[src/rtl/fseq_pkg.sv]
package fseq_pkg;

  typedef enum logic [1:0] {
    OP_PROG   = 2'd0,
    OP_SECTOR = 2'd1,
    OP_BLOCK  = 2'd2,
    OP_CHIP   = 2'd3
  } fop_e;

  localparam logic [15:0] KEY_ADDR_A = 16'h5555;
  localparam logic [15:0] KEY_ADDR_B = 16'h2AAA;

  localparam logic [7:0] CODE_KEY1   = 8'hAA;
  localparam logic [7:0] CODE_KEY2   = 8'h55;
  localparam logic [7:0] CODE_WRITE  = 8'hA0;
  localparam logic [7:0] CODE_ERASE  = 8'h80;
  localparam logic [7:0] CODE_SECTOR = 8'h30;
  localparam logic [7:0] CODE_BLOCK  = 8'h50;
  localparam logic [7:0] CODE_CHIP   = 8'h10;

endpackage

[src/rtl/fseq_cmd_gen.sv]
module fseq_cmd_gen
  import fseq_pkg::*;
#(
  parameter int AW = 20,
  parameter int DW = 16
) (
  input  fop_e          op,
  input  logic [2:0]    idx,
  input  logic [AW-1:0] tgt_addr,
  input  logic [DW-1:0] tgt_data,
  output logic [AW-1:0] cyc_addr,
  output logic [DW-1:0] cyc_data,
  output logic          last
);

  localparam logic [AW-1:0] ADR_A = AW'(KEY_ADDR_A);
  localparam logic [AW-1:0] ADR_B = AW'(KEY_ADDR_B);

  always_comb begin
    cyc_addr = ADR_A;
    cyc_data = DW'(CODE_KEY1);
    if (op == OP_PROG) begin
      last = (idx == 3'd3);
      unique case (idx)
        3'd0:    begin cyc_addr = ADR_A;    cyc_data = DW'(CODE_KEY1);  end
        3'd1:    begin cyc_addr = ADR_B;    cyc_data = DW'(CODE_KEY2);  end
        3'd2:    begin cyc_addr = ADR_A;    cyc_data = DW'(CODE_WRITE); end
        default: begin cyc_addr = tgt_addr; cyc_data = tgt_data;        end
      endcase
    end else begin
      last = (idx == 3'd5);
      unique case (idx)
        3'd0:    begin cyc_addr = ADR_A; cyc_data = DW'(CODE_KEY1);  end
        3'd1:    begin cyc_addr = ADR_B; cyc_data = DW'(CODE_KEY2);  end
        3'd2:    begin cyc_addr = ADR_A; cyc_data = DW'(CODE_ERASE); end
        3'd3:    begin cyc_addr = ADR_A; cyc_data = DW'(CODE_KEY1);  end
        3'd4:    begin cyc_addr = ADR_B; cyc_data = DW'(CODE_KEY2);  end
        default: begin
          unique case (op)
            OP_SECTOR: begin cyc_addr = tgt_addr; cyc_data = DW'(CODE_SECTOR); end
            OP_BLOCK:  begin cyc_addr = tgt_addr; cyc_data = DW'(CODE_BLOCK);  end
            default:   begin cyc_addr = ADR_A;    cyc_data = DW'(CODE_CHIP);   end
          endcase
        end
      endcase
    end
  end

endmodule

[src/rtl/fseq_bus_phy.sv]
module fseq_bus_phy #(
  parameter int AW          = 20,
  parameter int DW          = 16,
  parameter int WE_LOW_CYC  = 4,
  parameter int WE_HIGH_CYC = 3,
  parameter int RD_CYC      = 7,
  parameter int RD_GAP_CYC  = 2
) (
  input  logic          clk,
  input  logic          rst_n,
  input  logic          go_wr,
  input  logic          go_rd,
  input  logic [AW-1:0] in_addr,
  input  logic [DW-1:0] in_data,
  output logic          idle,
  output logic          ack,
  output logic [DW-1:0] rd_data,
  output logic [AW-1:0] bus_addr,
  output logic [DW-1:0] bus_dout,
  input  logic [DW-1:0] bus_din,
  output logic          ce_n,
  output logic          oe_n,
  output logic          we_n
);

  localparam int M_A  = (WE_LOW_CYC > WE_HIGH_CYC) ? WE_LOW_CYC : WE_HIGH_CYC;
  localparam int M_B  = (RD_CYC > RD_GAP_CYC) ? RD_CYC : RD_GAP_CYC;
  localparam int M_AB = (M_A > M_B) ? M_A : M_B;
  localparam int CW   = $clog2(M_AB + 1);

  typedef enum logic [2:0] {
    PH_IDLE, PH_WSET, PH_WLOW, PH_WHIGH, PH_RLOW, PH_RGAP
  } phase_e;

  phase_e        ph_q, ph_n;
  logic [CW-1:0] cnt_q, cnt_n;
  logic [AW-1:0] addr_q, addr_n;
  logic [DW-1:0] data_q, data_n;
  logic [DW-1:0] rdq_q, rdq_n;

  always_comb begin
    ph_n   = ph_q;
    cnt_n  = cnt_q;
    addr_n = addr_q;
    data_n = data_q;
    rdq_n  = rdq_q;
    unique case (ph_q)
      PH_IDLE: begin
        if (go_wr) begin
          ph_n   = PH_WSET;
          addr_n = in_addr;
          data_n = in_data;
        end else if (go_rd) begin
          ph_n   = PH_RLOW;
          addr_n = in_addr;
          cnt_n  = CW'(RD_CYC - 1);
        end
      end
      PH_WSET: begin
        ph_n  = PH_WLOW;
        cnt_n = CW'(WE_LOW_CYC - 1);
      end
      PH_WLOW: begin
        if (cnt_q == '0) begin
          ph_n  = PH_WHIGH;
          cnt_n = CW'(WE_HIGH_CYC - 1);
        end else begin
          cnt_n = cnt_q - 1'b1;
        end
      end
      PH_WHIGH: begin
        if (cnt_q == '0) ph_n = PH_IDLE;
        else             cnt_n = cnt_q - 1'b1;
      end
      PH_RLOW: begin
        if (cnt_q == '0) begin
          rdq_n = bus_din;
          ph_n  = PH_RGAP;
          cnt_n = CW'(RD_GAP_CYC - 1);
        end else begin
          cnt_n = cnt_q - 1'b1;
        end
      end
      default: begin
        if (cnt_q == '0) ph_n = PH_IDLE;
        else             cnt_n = cnt_q - 1'b1;
      end
    endcase
  end

  always_ff @(posedge clk or negedge rst_n) begin
    if (!rst_n) begin
      ph_q   <= PH_IDLE;
      cnt_q  <= '0;
      addr_q <= '0;
      data_q <= '0;
      rdq_q  <= '0;
    end else begin
      ph_q   <= ph_n;
      cnt_q  <= cnt_n;
      addr_q <= addr_n;
      data_q <= data_n;
      rdq_q  <= rdq_n;
    end
  end

  assign idle     = (ph_q == PH_IDLE);
  assign ack      = ((ph_q == PH_WHIGH) || (ph_q == PH_RGAP)) && (cnt_q == '0);
  assign rd_data  = rdq_q;
  assign bus_addr = addr_q;
  assign bus_dout = data_q;
  assign ce_n     = (ph_q == PH_IDLE) || (ph_q == PH_RGAP);
  assign oe_n     = (ph_q != PH_RLOW);
  assign we_n     = (ph_q != PH_WLOW);

  // Checker state: length of the current low strobe run
  logic [CW:0] lw_run_q;
  always_ff @(posedge clk or negedge rst_n) begin
    if (!rst_n)     lw_run_q <= '0;
    else if (!we_n) lw_run_q <= lw_run_q + 1'b1;
    else            lw_run_q <= '0;
  end

  a_r3_we_with_ce: assert property (@(posedge clk) disable iff (!rst_n)
    !we_n |-> !ce_n);
  a_r4_oe_we_excl: assert property (@(posedge clk) disable iff (!rst_n)
    !we_n |-> oe_n);
  a_r3_hold_low: assert property (@(posedge clk) disable iff (!rst_n)
    (!we_n && !$past(we_n)) |-> ($stable(bus_addr) && $stable(bus_dout)));
  a_r3_hold_rise: assert property (@(posedge clk) disable iff (!rst_n)
    $rose(we_n) |-> ($stable(bus_addr) && $stable(bus_dout)));
  a_r3_low_width: assert property (@(posedge clk) disable iff (!rst_n)
    $rose(we_n) |-> (lw_run_q >= (CW+1)'(WE_LOW_CYC)));

endmodule

[src/rtl/fseq_timer.sv]
module fseq_timer #(
  parameter int TW = 23
) (
  input  logic          clk,
  input  logic          rst_n,
  input  logic          clr,
  input  logic          run,
  input  logic [TW-1:0] limit,
  output logic          expired
);

  logic [TW-1:0] cnt_q, cnt_n;

  assign expired = (cnt_q >= limit);

  always_comb begin
    cnt_n = cnt_q;
    if (clr)                 cnt_n = '0;
    else if (run && !expired) cnt_n = cnt_q + 1'b1;
  end

  always_ff @(posedge clk or negedge rst_n) begin
    if (!rst_n) cnt_q <= '0;
    else        cnt_q <= cnt_n;
  end

endmodule

[src/rtl/flash_pe_seq.sv]
module flash_pe_seq
  import fseq_pkg::*;
#(
  parameter int AW           = 20,
  parameter int DW           = 16,
  parameter int WE_LOW_CYC   = 4,
  parameter int WE_HIGH_CYC  = 3,
  parameter int RD_CYC       = 7,
  parameter int RD_GAP_CYC   = 2,
  parameter int TO_PROG_CYC  = 1600,
  parameter int TO_ERASE_CYC = 2500000,
  parameter int TO_CHIP_CYC  = 6400000
) (
  input  logic          clk,
  input  logic          rst_n,
  input  logic          req_start,
  input  logic [1:0]    req_op,
  input  logic [AW-1:0] req_addr,
  input  logic [DW-1:0] req_data,
  output logic          done,
  output logic          error,
  output logic [AW-1:0] bus_addr,
  output logic [DW-1:0] bus_dout,
  input  logic [DW-1:0] bus_din,
  output logic          bus_ce_n,
  output logic          bus_oe_n,
  output logic          bus_we_n
);

  localparam int TO_MAX0 = (TO_PROG_CYC > TO_ERASE_CYC) ? TO_PROG_CYC : TO_ERASE_CYC;
  localparam int TO_MAX  = (TO_MAX0 > TO_CHIP_CYC) ? TO_MAX0 : TO_CHIP_CYC;
  localparam int TW      = $clog2(TO_MAX + 1);

  typedef enum logic [1:0] {S_IDLE, S_CMD, S_POLL} seq_e;

  // Reset: asserted asynchronously, released on a clock edge
  logic [1:0] rst_pipe;
  logic       rst_ni;
  always_ff @(posedge clk or negedge rst_n) begin
    if (!rst_n) rst_pipe <= 2'b00;
    else        rst_pipe <= {rst_pipe[0], 1'b1};
  end
  assign rst_ni = rst_pipe[1];

  seq_e          st_q, st_n;
  fop_e          op_q, op_n;
  logic [AW-1:0] addr_q, addr_n;
  logic [DW-1:0] data_q, data_n;
  logic [2:0]    idx_q, idx_n;
  logic          hprev_q, hprev_n;
  logic          prev6_q, prev6_n;
  logic [1:0]    conf_q, conf_n;
  logic          ok1_q, ok1_n;
  logic          done_q, done_n;
  logic          err_q, err_n;

  logic [AW-1:0] cyc_addr;
  logic [DW-1:0] cyc_data;
  logic          cyc_last;
  logic          phy_idle, phy_ack;
  logic [DW-1:0] rd_word;
  logic          go_wr, go_rd;
  logic          to_clr, to_run, to_exp;
  logic [TW-1:0] to_limit;
  logic [DW-1:0] exp_word;
  logic          looks_done;

  fseq_cmd_gen #(.AW(AW), .DW(DW)) u_cmd (
    .op       (op_q),
    .idx      (idx_q),
    .tgt_addr (addr_q),
    .tgt_data (data_q),
    .cyc_addr (cyc_addr),
    .cyc_data (cyc_data),
    .last     (cyc_last)
  );

  fseq_bus_phy #(
    .AW(AW), .DW(DW), .WE_LOW_CYC(WE_LOW_CYC), .WE_HIGH_CYC(WE_HIGH_CYC),
    .RD_CYC(RD_CYC), .RD_GAP_CYC(RD_GAP_CYC)
  ) u_phy (
    .clk      (clk),
    .rst_n    (rst_ni),
    .go_wr    (go_wr),
    .go_rd    (go_rd),
    .in_addr  ((st_q == S_POLL) ? addr_q : cyc_addr),
    .in_data  (cyc_data),
    .idle     (phy_idle),
    .ack      (phy_ack),
    .rd_data  (rd_word),
    .bus_addr (bus_addr),
    .bus_dout (bus_dout),
    .bus_din  (bus_din),
    .ce_n     (bus_ce_n),
    .oe_n     (bus_oe_n),
    .we_n     (bus_we_n)
  );

  always_comb begin
    unique case (op_q)
      OP_PROG: to_limit = TW'(TO_PROG_CYC);
      OP_CHIP: to_limit = TW'(TO_CHIP_CYC);
      default: to_limit = TW'(TO_ERASE_CYC);
    endcase
  end

  fseq_timer #(.TW(TW)) u_timer (
    .clk     (clk),
    .rst_n   (rst_ni),
    .clr     (to_clr),
    .run     (to_run),
    .limit   (to_limit),
    .expired (to_exp)
  );

  assign exp_word   = (op_q == OP_PROG) ? data_q : {DW{1'b1}};
  assign go_wr      = (st_q == S_CMD)  && phy_idle;
  assign go_rd      = (st_q == S_POLL) && phy_idle;
  assign to_clr     = (st_q == S_CMD) && phy_ack && cyc_last;
  assign to_run     = (st_q == S_POLL);
  assign looks_done = (rd_word[7] == exp_word[7]) || (hprev_q && (rd_word[6] == prev6_q));

  always_comb begin
    st_n    = st_q;
    op_n    = op_q;
    addr_n  = addr_q;
    data_n  = data_q;
    idx_n   = idx_q;
    hprev_n = hprev_q;
    prev6_n = prev6_q;
    conf_n  = conf_q;
    ok1_n   = ok1_q;
    done_n  = 1'b0;
    err_n   = err_q;
    unique case (st_q)
      S_IDLE: begin
        if (req_start) begin
          st_n   = S_CMD;
          op_n   = fop_e'(req_op);
          addr_n = req_addr;
          data_n = req_data;
          idx_n  = 3'd0;
          err_n  = 1'b0;
        end
      end
      S_CMD: begin
        if (phy_ack) begin
          if (cyc_last) begin
            st_n    = S_POLL;
            hprev_n = 1'b0;
            conf_n  = 2'd0;
          end else begin
            idx_n = idx_q + 3'd1;
          end
        end
      end
      default: begin
        if (phy_ack) begin
          if (to_exp) begin
            st_n = S_IDLE; done_n = 1'b1; err_n = 1'b1;
          end else if (conf_q == 2'd1) begin
            ok1_n  = (rd_word == exp_word);
            conf_n = 2'd2;
          end else if (conf_q == 2'd2) begin
            st_n = S_IDLE; done_n = 1'b1;
            err_n = !(ok1_q && (rd_word == exp_word));
          end else if (looks_done) begin
            if (rd_word == exp_word) begin
              st_n = S_IDLE; done_n = 1'b1; err_n = 1'b0;
            end else begin
              conf_n = 2'd1;
            end
          end else begin
            hprev_n = 1'b1;
            prev6_n = rd_word[6];
          end
        end
      end
    endcase
  end

  always_ff @(posedge clk or negedge rst_ni) begin
    if (!rst_ni) begin
      st_q    <= S_IDLE;
      op_q    <= OP_PROG;
      addr_q  <= '0;
      data_q  <= '0;
      idx_q   <= '0;
      hprev_q <= 1'b0;
      prev6_q <= 1'b0;
      conf_q  <= '0;
      ok1_q   <= 1'b0;
      done_q  <= 1'b0;
      err_q   <= 1'b0;
    end else begin
      st_q    <= st_n;
      op_q    <= op_n;
      addr_q  <= addr_n;
      data_q  <= data_n;
      idx_q   <= idx_n;
      hprev_q <= hprev_n;
      prev6_q <= prev6_n;
      conf_q  <= conf_n;
      ok1_q   <= ok1_n;
      done_q  <= done_n;
      err_q   <= err_n;
    end
  end

  assign done  = done_q;
  assign error = err_q;

  a_r9_done_single: assert property (@(posedge clk) disable iff (!rst_ni)
    done |=> !done);
  a_r9_error_with_done: assert property (@(posedge clk) disable iff (!rst_ni)
    $rose(error) |-> done);
  a_r10_busy_keeps_req: assert property (@(posedge clk) disable iff (!rst_ni)
    (st_q != S_IDLE && req_start) |=> ($stable(op_q) && $stable(addr_q) && $stable(data_q)));
  a_r4_no_write_in_poll: assert property (@(posedge clk) disable iff (!rst_ni)
    (st_q == S_POLL) |-> bus_we_n);

endmodule

[config.mk]
export PLATFORM = sky130hd
export DESIGN_NAME = flash_pe_seq
export DESIGN_NICKNAME = d
export VERILOG_FILES = /design/src/rtl/fseq_pkg.sv /design/src/rtl/fseq_cmd_gen.sv /design/src/rtl/fseq_bus_phy.sv /design/src/rtl/fseq_timer.sv /design/src/rtl/flash_pe_seq.sv
export SDC_FILE = /design/constraint.sdc
export NUM_CORES = 1
export LEC_CHECK = 0
export BUFFER_PORTS_ARGS = -buffer_cell sky130_fd_sc_hd__buf_2
export CAP_MARGIN = 5
export CORE_ASPECT_RATIO = 0.6
export CORE_MARGIN = 5
export CORE_UTILIZATION = 40
export DETAILED_ROUTE_END_ITERATION = 7
export PLACE_DENSITY = 0.66
export SLEW_MARGIN = 20
export SYNTH_ARGS = -nofsm -noshare
export SYNTH_HDL_FRONTEND = slang
export SYNTH_SLANG_ARGS = --single-unit
export TNS_END_PERCENT = 20
[constraint.sdc]
create_clock -name clk -period 10.8 [get_ports clk]
set_input_delay 0.54 -clock clk [delete_from_list [all_inputs] [get_ports clk]]
set_output_delay 0.54 -clock clk [all_outputs]
set_load 0.1 [all_outputs]
==> metrics.txt <==
max-slew violations 0; total number of vias 5,638; DIE AREA 0.0199 mm^2; Initial Utilization 40.3%; Total Wirelength 17,400 um; clk slew on worst S/H paths 0.06 ns; fin cells 1,090; Comb pwr share 45.8%; Slowest-stage cell, CP ha_1; Final Hold Viols 0; final worst path period share 33.8%; Cell Int Power 0.00130 W; GRT Util Overall 17.8%; DR iter-0 viols 475; Slew HR 35.4%; Avg WL per Cell 16.0 um; syn avg cell area 9.13 um^2; Die Ht 111 um; diode count 0; Synth Register Bits 133; TritonCTS sink count 133; Max-cap violations 0; Rows 37; worst slew pin tran 0.968 ns; area leader, netlist dfrtp_1; Worst Path Arrival 3.95 ns; Setup CP Type flip-flop to flip-flop; mapped cell area 0.00686 mm^2; post-CTS setup buffer count 0; CP endpoint kind flip-flop; grt ovf 0; distinct cell type count after synthesis 56; I/O Pins 98; final setup TNS 0 ns; critical path data required time 11.10 ns; Critical Path, Cell by Cell inv_1, ha_1, inv_2, ha_1, nand2_1, nor2_1, o41ai_2, buf_4, nand2_1, o31a_4, o221a_1; vias per inst 5.17; Reg power frac 31.1%; Area contributors post-synth dfrtp_1, nand2_1, ha_1, o21ai_0, nor2_1; number of iterations in the first detailed-routing pass 5; PostCTS Resize Cnt 0; ys flop type dfrtp_1; Seq/Total Area, Yosys 48.5%; Post-synth top cells nand2_1, dfrtp_1, nor2_1; Sw Ratio 49.0%; leakage 3.95 nW; vias in the first global route 5,244; TritonCTS buffer count 17; DRC errors left 0; DRT antenna net count 0; CP max stage delay 0.74 ns; CORE AREA 0.0170 mm^2; final setup fails 0; die width 179 um; Layout Skew 0.00971 ns; first-pass GRT wire length 28,500 um; routability cong. 0.889; DP HPWL 12,400 um; CP startpoint kind flip-flop; Period minus WS final 3.65 ns; largest net degree at the start of global routing 78; clock share of power 23.2%; fmax 274 MHz; unrepaired setup endpoints after global routing no; Nets 931; top-count cell post-synth nand2_1; FFs w/ async S/R, synth 100%; H-tree levels 4; maximum VDD drop 0.196 mV; synth warn 0; Area Overhead vs Synth 19.5%; worst min path class primary input to flip-flop; CP Buf/Inv Count 3; Port Buf Inserts 97; CP delay by family, top adder cells; crit-path max FO 25; PD cells 312 mW/mm^2; P_sw 0.00125 W; Post-synth EDFFs 0; clk_lat worst skew 0.42 ns; CTS root buf clkbuf_16; share of cells above drive strength 1 19.4%; CTS tree built; status finished clean; post-synth net total 838; Synth top area share 48.5%; initial antenna violation count 1; placed insts 1,058; Synth Instances 751; Clock Path Buffers 2
## cells in the final DEF (no fill, tap or decap), types with 4 or more instances in the layout
cell type and instances:
and4_1 4, buf_4 6, a21oi_1 28, ha_1 30, clkinvlp_4 4, nor4_1 5, a31oi_1 9, and2_1 6
o21ai_0 57, nand2b_1 8, nor3b_1 4, or3_1 5, inv_1 19, and3_1 5, a32o_1 4, nand2_1 175
nor3_1 11, nor2b_1 5, nor2_1 62, or4_1 5, xor2_1 18, clkbuf_16 17, buf_2 97, dfrtp_1 132
a22oi_1 6, nand3_1 36, mux2_2 19, a22o_1 13, xnor2_1 14, nand4_1 5
## through the flow
| stage | hold WS [ns] | instance area [um^2] | utilization (%) | worst slack, ns | total power, W |
|---|---|---|---|---|---|
| global route | 0.319 | 8190 | 48.2 | 6.87 | 0.00271 |
| finish | 0.307 | 8190 | 48.2 | 7.15 | 0.00255 |
| floorplan | 0.244 | 6860 | - | 6.82 | 0.00172 |
| global placement | 0.333 | 7570 | 44.6 | 7.33 | 0.00195 |
| CTS | 0.298 | 8180 | 48.1 | 7.20 | 0.00256 |
| detailed placement | 0.335 | 7570 | 44.6 | 7.19 | 0.00196 |
## path summary, 6_finish.rpt
| path | startpoint | end | slack, ns | cells after the start |
|---|---|---|---|---|
| hold reg to reg | rst_pipe[0] | rst_pipe[1] | 0.36 | 0 |
| setup / recovery | op_q[0] | error | 7.15 | 11 |
| max in group asynchronous | rst_pipe[1] | u_phy.bus_addr[15] | 8.99 | 1 |
| hold / removal | req_data[12] | data_q[12] | 0.31 | 3 |
| setup reg to reg | op_q[0] | error | 7.15 | 11 |
| min in group asynchronous | rst_pipe[1] | u_phy.cnt_q[2] | 0.38 | 0 |
## cell type report
cell class,instances,area (um^2)
fill,1612,8800
multi-input combinational,568,3350
sequential,133,3330
timing repair buffer,104,541
clock buffer,19,443
tap,234,293
clock inverter,12,156
inverter,20,75.1
## tightest hold or removal path, stage by stage
cell and delay [ns]:
buf_2 0.07, nand2_1 0.04, nand2_1 0.04
## logic make-up after synthesis
family / synth area share, %
AOI/OAI and AO/OA: 12.9
xor gates and xnor gates: 4.09
adders and majority gates: 5.48
buffers and inverters: 2.81
DFF: 48.5
muxes: 3.12
other: 0.0547
and+or+nand+nor: 23.0
## per-layer routing
layer / up-vias / global-route usage [%] / part of all wire (%)
li1: 2781 / - / -
met1: 2683 / 29.7 / 54
met2: 164 / 22.8 / 39
met3: 8 / 4.17 / 6.9
met4: 2 / 3.68 / 0.43
met5: - / 0 / 0.075
## sequential cells by signal (all words and copies together), names as in the netlist
register,count
conf_q,2
rst_pipe,2
u_phy.ph_q,3
u_phy.cnt_q,3
prev6_q,1
hprev_q,1
ok1_q,1
addr_q,20
st_q,2
u_phy.bus_addr,20
done,1
data_q,16
u_phy.rd_data,16
u_timer.cnt_q,23
u_phy.bus_dout,16
idx_q,3
op_q,2
error,1
## timing repair
item / in CTS / in global routing
hold buffers: 1 / 0
setup endpoints to repair: 0 / 0
endpoints found under the hold margin: 2 / 0
## power groups by stage
stage	clock network (W)	logic (W)	registers, W
4_1_cts	0.000600	0.00117	0.000793
3_5_place_dp	0	0.00116	0.000802
5_1_grt	0.000622	0.00127	0.000819
3_3_place_gp	0	0.00115	0.000796
2_1_floorplan	0	0.000500	0.00122
6_report	0.000592	0.00117	0.000793
Power figures use the tool's default switching activity.
